File: src/rtl/canmb_pkg.sv
package canmb_pkg;
  typedef enum logic [1:0] {
    ST_EMPTY = 2'd0,
    ST_FULL  = 2'd1,
    ST_PEND  = 2'd2,
    ST_OVR   = 2'd3
  } mb_state_e;
endpackage

File: src/rtl/canmb_match.sv
module canmb_match #(
  parameter int NBUF = 15,
  parameter int IDW  = 29,
  parameter int STDW = 11
) (
  input  logic [IDW-1:0]            rx_id,
  input  logic                      rx_ext,
  input  logic [NBUF-1:0][IDW-1:0]  buf_id,
  input  logic [NBUF-1:0]           buf_ext,
  input  logic [IDW-1:0]            mask_shared,
  input  logic [IDW-1:0]            mask_last,
  output logic [NBUF-1:0]           hit
);
  localparam logic [IDW-1:0] STD_SPAN = IDW'((64'd1 << STDW) - 64'd1);
  localparam logic [IDW-1:0] EXT_SPAN = '1;

  logic [IDW-1:0] span;
  assign span = rx_ext ? EXT_SPAN : STD_SPAN;

  for (genvar g = 0; g < NBUF; g++) begin : g_cmp
    logic [IDW-1:0] care;
    if (g == NBUF - 1) begin : g_last
      assign care = ~mask_last & span;
    end else begin : g_shared
      assign care = ~mask_shared & span;
    end
    assign hit[g] = (buf_ext[g] == rx_ext) && (((rx_id ^ buf_id[g]) & care) == '0);
  end
endmodule

File: src/rtl/canmb_arb.sv
module canmb_arb #(
  parameter int NBUF = 15,
  parameter int PW   = 4,
  localparam int IW  = $clog2(NBUF)
) (
  input  logic [NBUF-1:0]          pend,
  input  logic [NBUF-1:0][PW-1:0]  pri,
  output logic                     valid,
  output logic [IW-1:0]            sel
);
  always_comb begin
    valid = 1'b0;
    sel   = '0;
    for (int i = NBUF - 1; i >= 0; i--) begin
      if (pend[i] && (!valid || pri[i] <= pri[sel])) begin
        valid = 1'b1;
        sel   = IW'(i);
      end
    end
  end

  always_comb begin
    if (valid) begin
      for (int j = 0; j < NBUF; j++) begin
        assert_best_pick_R5: assert (!pend[j] || pri[j] > pri[sel] ||
                                     (pri[j] == pri[sel] && j >= int'(sel)))
          else $error("arbiter picked a worse buffer");
      end
    end
  end
endmodule

File: src/rtl/canmb_bank.sv
module canmb_bank
  import canmb_pkg::*;
#(
  parameter int NBUF = 15,
  parameter int IDW  = 29,
  parameter int STDW = 11,
  parameter int PW   = 4,
  localparam int IW  = $clog2(NBUF)
) (
  input  logic               clk,
  input  logic               rst,
  input  logic               cfg_we,
  input  logic [IW-1:0]      cfg_idx,
  input  logic [IDW-1:0]     cfg_id,
  input  logic               cfg_ext,
  input  logic               cfg_rtr,
  input  logic               cfg_tx,
  input  logic [PW-1:0]      cfg_pri,
  input  logic               cfg_send,
  input  logic               rel_we,
  input  logic [IW-1:0]      rel_idx,
  input  logic               mask_we,
  input  logic               mask_sel,
  input  logic [IDW-1:0]     mask_val,
  input  logic               rx_valid,
  input  logic [IDW-1:0]     rx_id,
  input  logic               rx_ext,
  input  logic               rx_rtr,
  output logic               rx_hit,
  output logic               rx_drop,
  output logic [IW-1:0]      rx_idx,
  output logic               tx_req,
  output logic [IW-1:0]      tx_idx,
  output logic [IDW-1:0]     tx_id,
  output logic               tx_ext,
  output logic               tx_rtr,
  input  logic               tx_done,
  input  logic [NBUF-1:0]    irq_clr,
  output logic [NBUF-1:0]    irq,
  output logic [2*NBUF-1:0]  buf_state
);
  logic [NBUF-1:0][IDW-1:0] id_q;
  logic [NBUF-1:0][PW-1:0]  pri_q;
  logic [NBUF-1:0]          ext_q, rtr_q, dir_q;
  mb_state_e                st_q [NBUF];
  logic [IDW-1:0]           mask_sh_q, mask_ls_q;

  logic [NBUF-1:0] hit, take, full_rx, pend;
  logic            take_any, full_any, arb_valid, done_ok;
  logic [IW-1:0]   take_idx, full_idx, arb_sel;

  canmb_match #(.NBUF(NBUF), .IDW(IDW), .STDW(STDW)) i_match (
    .rx_id(rx_id), .rx_ext(rx_ext), .buf_id(id_q), .buf_ext(ext_q),
    .mask_shared(mask_sh_q), .mask_last(mask_ls_q), .hit(hit)
  );

  assign done_ok = tx_done && tx_req && (st_q[tx_idx] == ST_PEND);

  always_comb begin
    for (int i = 0; i < NBUF; i++) begin
      if (rx_rtr)
        take[i] = hit[i] && dir_q[i] && !rtr_q[i] && (st_q[i] == ST_FULL);
      else
        take[i] = hit[i] && !dir_q[i] && (st_q[i] == ST_EMPTY);
      full_rx[i] = hit[i] && !dir_q[i] && !rx_rtr && (st_q[i] != ST_EMPTY);
      pend[i]    = dir_q[i] && (st_q[i] == ST_PEND) && !(done_ok && tx_idx == IW'(i));
    end
    take_any = 1'b0; take_idx = '0;
    full_any = 1'b0; full_idx = '0;
    for (int i = NBUF - 1; i >= 0; i--) begin
      if (take[i])    begin take_any = 1'b1; take_idx = IW'(i); end
      if (full_rx[i]) begin full_any = 1'b1; full_idx = IW'(i); end
    end
  end

  canmb_arb #(.NBUF(NBUF), .PW(PW)) i_arb (
    .pend(pend), .pri(pri_q), .valid(arb_valid), .sel(arb_sel)
  );

  always_ff @(posedge clk) begin
    if (rst) begin
      id_q <= '0; pri_q <= '0; ext_q <= '0; rtr_q <= '0; dir_q <= '0;
      for (int i = 0; i < NBUF; i++) st_q[i] <= ST_EMPTY;
      mask_sh_q <= '0; mask_ls_q <= '0;
      irq <= '0;
      rx_hit <= 1'b0; rx_drop <= 1'b0; rx_idx <= '0;
      tx_req <= 1'b0; tx_idx <= '0; tx_id <= '0; tx_ext <= 1'b0; tx_rtr <= 1'b0;
    end else begin
      irq <= irq & ~irq_clr;
      rx_hit  <= rx_valid && take_any;
      rx_drop <= rx_valid && !take_any;
      if (rx_valid && take_any) rx_idx <= take_idx;
      if (rx_valid) begin
        if (take_any) begin
          st_q[take_idx] <= rx_rtr ? ST_PEND : ST_FULL;
          if (!rx_rtr) irq[take_idx] <= 1'b1;
        end else if (full_any) begin
          st_q[full_idx] <= ST_OVR;
        end
      end
      if (done_ok) begin
        irq[tx_idx] <= 1'b1;
        if (rtr_q[tx_idx]) begin
          dir_q[tx_idx] <= 1'b0;
          rtr_q[tx_idx] <= 1'b0;
          st_q[tx_idx]  <= ST_EMPTY;
        end else begin
          st_q[tx_idx]  <= ST_FULL;
        end
      end
      if (rel_we) st_q[rel_idx] <= ST_EMPTY;
      if (mask_we) begin
        if (mask_sel) mask_ls_q <= mask_val;
        else          mask_sh_q <= mask_val;
      end
      if (cfg_we) begin
        id_q[cfg_idx]  <= cfg_id;
        ext_q[cfg_idx] <= cfg_ext;
        rtr_q[cfg_idx] <= cfg_tx && cfg_rtr;
        dir_q[cfg_idx] <= cfg_tx;
        pri_q[cfg_idx] <= cfg_pri;
        st_q[cfg_idx]  <= !cfg_tx ? ST_EMPTY : (cfg_send ? ST_PEND : ST_FULL);
      end
      tx_req <= arb_valid;
      if (arb_valid) begin
        tx_idx <= arb_sel;
        tx_id  <= id_q[arb_sel];
        tx_ext <= ext_q[arb_sel];
        tx_rtr <= rtr_q[arb_sel];
      end
    end
  end

  for (genvar g = 0; g < NBUF; g++) begin : g_state
    assign buf_state[2*g +: 2] = st_q[g];
  end

  assert_one_outcome_R10: assert property (@(posedge clk) disable iff (rst)
    rx_valid |=> (rx_hit != rx_drop))
    else $error("rx outcome not unique");

  assert_quiet_outcome_R10: assert property (@(posedge clk) disable iff (rst)
    !rx_valid |=> !rx_hit && !rx_drop)
    else $error("rx outcome without a frame");

  assert_hit_leaves_data_R3: assert property (@(posedge clk) disable iff (rst)
    rx_valid && !cfg_we && !rel_we |=> !rx_hit || (st_q[rx_idx] != ST_EMPTY))
    else $error("hit buffer left empty");

  assert_remote_turns_rx_R7: assert property (@(posedge clk) disable iff (rst)
    tx_done && tx_req && tx_rtr && (st_q[tx_idx] == ST_PEND) && !cfg_we
      |=> (st_q[$past(tx_idx)] == ST_EMPTY) && !dir_q[$past(tx_idx)])
    else $error("remote buffer not turned to receive");

  assert_reset_quiet_R1: assert property (@(posedge clk)
    $past(rst) |-> !tx_req && !rx_hit && !rx_drop && (irq == '0))
    else $error("outputs active after reset");
endmodule

File: config.mk
export PLATFORM = sky130hd
export DESIGN_NAME = canmb_bank
export DESIGN_NICKNAME = d
export VERILOG_FILES = /design/src/rtl/canmb_pkg.sv /design/src/rtl/canmb_match.sv /design/src/rtl/canmb_arb.sv /design/src/rtl/canmb_bank.sv
export SDC_FILE = /design/constraint.sdc
export NUM_CORES = 2
export LEC_CHECK = 0
export BUFFER_PORTS_ARGS = -buffer_cell sky130_fd_sc_hd__buf_2
export CAP_MARGIN = 10
export CORE_ASPECT_RATIO = 0.9
export CORE_MARGIN = 2
export CORE_UTILIZATION = 35
export DETAILED_ROUTE_END_ITERATION = 10
export PLACE_DENSITY = 0.54
export SYNTH_ARGS = -nofsm -noshare
export SYNTH_HDL_FRONTEND = slang
export SYNTH_SLANG_ARGS = --single-unit
File: constraint.sdc
create_clock -name clk -period 72.8 [get_ports clk]
set_input_delay 7.28 -clock clk [delete_from_list [all_inputs] [get_ports clk]]
set_output_delay 7.28 -clock clk [all_outputs]
set_load 0.1 [all_outputs]
==> results.toml <==
[synthesis]
ys_types = 108
yosys-top-cells-area = "dfxtp_1 (31%), xnor2_1 (8.7%), nand2_1 (8.1%)"
synth_edf_count = 32
syn_area_per_cell_um2 = 7.93
synth-async-reset-ratio_pct = 0
syn-cell-area_um2 = 42900
synth.yosys.seq_area_share_pct = 33.0
synth_commonest_cells = "nand2_1 (927), dfxtp_1 (659), a21oi_1 (504)"
ys.flop_type = "dfxtp_1"
synth_cells = 5404
synth_seq_cells = 691
yosysTopAreaCell = "dfxtp_1"
yosys_warnings = 0
synth_nets = 5588
synth_top_area_share_pct = 30.8
synth_most_common_cell = "nand2_1"

[critical_path]
critPathTopFamily = "compound AO/OA/AOI/OAI gates"
critPathLaunchType = "input port"
slowest_stage = "and3_2"
max_stage_delay_ns = 1.08
crit_arrival_ns = 46.91
crit_top_cell = "o21ai_0"
critical_path_class = "input port to flip-flop"
crit_buf_inv = 6
cp.required_ns = 73.39
path_max_fanout = 63
crit_path_end_kind = "flip-flop"

[clock_network]
holdBufCountCts = 0
clk_path_buf_depth = 3
clk_latency_ns = 0.69
cts_sinks = 691
cts_tree = "built"
clk_pin_slew_worst_paths_ns = 0.06
cts_made_buffers = 82
clockRootBuffer = "clkbuf_16"
post-cts-setup-buffers = 0
htreeDepth = 3
post_cts_resized = 0

[global_routing]
grt_first_pass_wirelength_um = 327000
antenna_found_initial = 20
grtUsageTotal_pct = 35.7
grt_overflow = 0
grt_pass1_vias = 41900
grt_max_degree = 182

[timing]
setup_viol = 0
worst_pin_slew_ns = 1.44
rsz0062_at_grt = "no"
drv_slew = 0
relSlewSlack_pct = 2.92
tns_ns = 0
min_period_ns = 46.32
fin_crit_sh_pct = 63.6
finalHoldViolCount = 0
timing.fmax_mhz = 21.6
clock_skew_ns = 0.0381

[route]
wirelength_um = 235000
dr.pass1.iters = 9
drc = 0
avgRoutedWirePerCell_um = 33.5
ant_nets = 0
vias = 46800
via_per_inst = 6.69
drt_iter0_drc = 7722

[floorplanning]
boundaryPins = 215
dieArea_um2 = 125000
die_w_um = 373
die_y_um = 336
rows = 121
coreArea_um2 = 121000
initial_utilization_pct = 35.4

[placed_design]
port_buffers = 214
place.gp.congestion = 1.03
hpwl_um = 157000

[job]
max_cap_viol_count = 0

[cells_and_area]
syn_to_final_growth_pct = 12.1
finish.utilization_pct = 39.6
layout.nets = 5513
drive_gt1_share_pct = 11.4
fillers = 12400

[pwr]
power.leakage_nw = 16.1
power_density_nw_per_um2 = 20.4
peakVddDrop_mv = 0.0191

[outcome]
status = "finished, final reports clean"

[min_path]
hp-class = "flip-flop to flip-flop"
## flip-flops by register name, summed over array words and instances (netlist names), 4 cells and up, named ones only
register / flops
tx_idx: 4
ext_q: 15
mask_ls_q: 29
dir_q: 15
tx_id: 29
pri_q: 60
id_q: 435
rtr_q: 15
mask_sh_q: 29
st_q: 32
irq: 15
rx_idx: 4
## placed cells by master (no fill, tap or decap), types with 42 or more instances in the layout
| master | Yosys | routed |
|---|---|---|
| o22ai_1 | 231 | 231 |
| a31oi_1 | 45 | 44 |
| a22o_1 | 289 | 288 |
| nand2b_1 | 58 | 58 |
| nor3_1 | 81 | 74 |
| xnor2_1 | 428 | 428 |
| o211ai_1 | 49 | 49 |
| o21ai_0 | 110 | 110 |
| nand2_1 | 927 | 919 |
| buf_4 | 8 | 137 |
| buf_2 | 118 | 213 |
| o221ai_1 | 49 | 49 |
| inv_1 | 73 | 73 |
| mux2i_1 | 87 | 87 |
| nor4_1 | 83 | 81 |
| clkbuf_16 | 0 | 85 |
| dfxtp_1 | 659 | 659 |
| a22oi_1 | 78 | 77 |
| ha_1 | 56 | 56 |
| a21oi_1 | 504 | 495 |
| nor2_1 | 201 | 191 |
| a221oi_1 | 77 | 77 |
| o21ai_1 | 43 | 42 |
| a21o_1 | 45 | 44 |
| o32ai_1 | 42 | 42 |
| nand3_1 | 135 | 135 |
## worst reg2reg max path: cells and delay by family (launching register included)
kind,cells,cell delay (ns)
multiplexers,13,3.50
flip-flops,1,0.72
AND/OR/NAND/NOR,49,11.67
adder cells (fa/ha/maj),14,3.56
AO/OA/AOI/OAI,91,18.84
buffers and inverters,5,2.76
## logic make-up (layout without fill, tap and decap cells)
group | Yosys count | in the layout | share of synthesized area (%)
mux | 110 | 110 | 2.74
flops | 691 | 691 | 33.0
buf+inv | 584 | 574 | 5.53
fa+ha+maj | 56 | 56 | 1.63
simple gates | 1680 | 1680 | 17.8
other cells | 0 | 4 | 0
compound gates | 1848 | 1848 | 30.3
xor+xnor | 435 | 435 | 8.89
## metrics by stage
stage	instance area, um^2	power [W]	hold WS [ns]	setup WS [ns]	std cells
global placement	45300	0.000547	0.442	27.37	6844
global route	48000	0.000997	0.472	23.76	6995
finish	48100	0.000979	0.456	26.48	6997
detailed placement	45300	0.000547	0.445	27.10	6844
floorplan	42900	0.000490	0.431	35.17	5404
CTS	48000	0.000972	0.453	27.64	6993
## path summary, 6_finish.rpt
| path | startpoint | endpoint | slack, ns | cells after the start |
|---|---|---|---|---|
| setup reg to reg | flip-flop | tx_id[3]$_SDFFE_PP0N_ | 31.68 | 172 |
| hold reg to reg | mask_sh_q[13]$_SDFFE_PP0P_ | mask_sh_q[13]$_SDFFE_PP0P_ | 0.46 | 2 |
| hold / removal | mask_sh_q[13]$_SDFFE_PP0P_ | mask_sh_q[13]$_SDFFE_PP0P_ | 0.46 | 2 |
| setup / recovery | tx_done | tx_id[3]$_SDFFE_PP0N_ | 26.48 | 172 |
## layer usage
| metal | vias to the layer above | GRT usage, % | part of all wire (%) |
|---|---|---|---|
| li1 | 19800 | - | - |
| met5 | - | 0 | 0.053 |
| met4 | 18 | 19.7 | 6.5 |
| met1 | 22700 | 48.3 | 40 |
| met3 | 780 | 9.67 | 13 |
| met2 | 3522 | 51.3 | 41 |
## layout make-up
type / count / area [um^2] / share of cell area (%)
Tap cell: 1599 / 2000 / 4.16
Clock buffer: 120 / 2430 / 5.06
Inverter: 73 / 274 / 0.570
Antenna cell: 4 / 10.0 / 0.0208
Clock inverter: 29 / 352 / 0.732
Multi-Input combinational cell: 4129 / 26700 / 55.6
Sequential cell: 691 / 14200 / 29.5
Timing Repair Buffer: 352 / 2130 / 4.43
## power breakdown
| part | switching [W] | leakage (nW) | internal, W | total (W) |
|---|---|---|---|---|
| registers | 0.0000110 | 5.64 | 0.000388 | 0.000399 |
| clock network | 0.000185 | 1.37 | 0.000248 | 0.000433 |
| logic | 0.000106 | 9.12 | 0.0000416 | 0.000147 |
| total | 0.000302 | 16.1 | 0.000677 | 0.000979 |
Note: power is estimated with default switching activity, not from simulation.
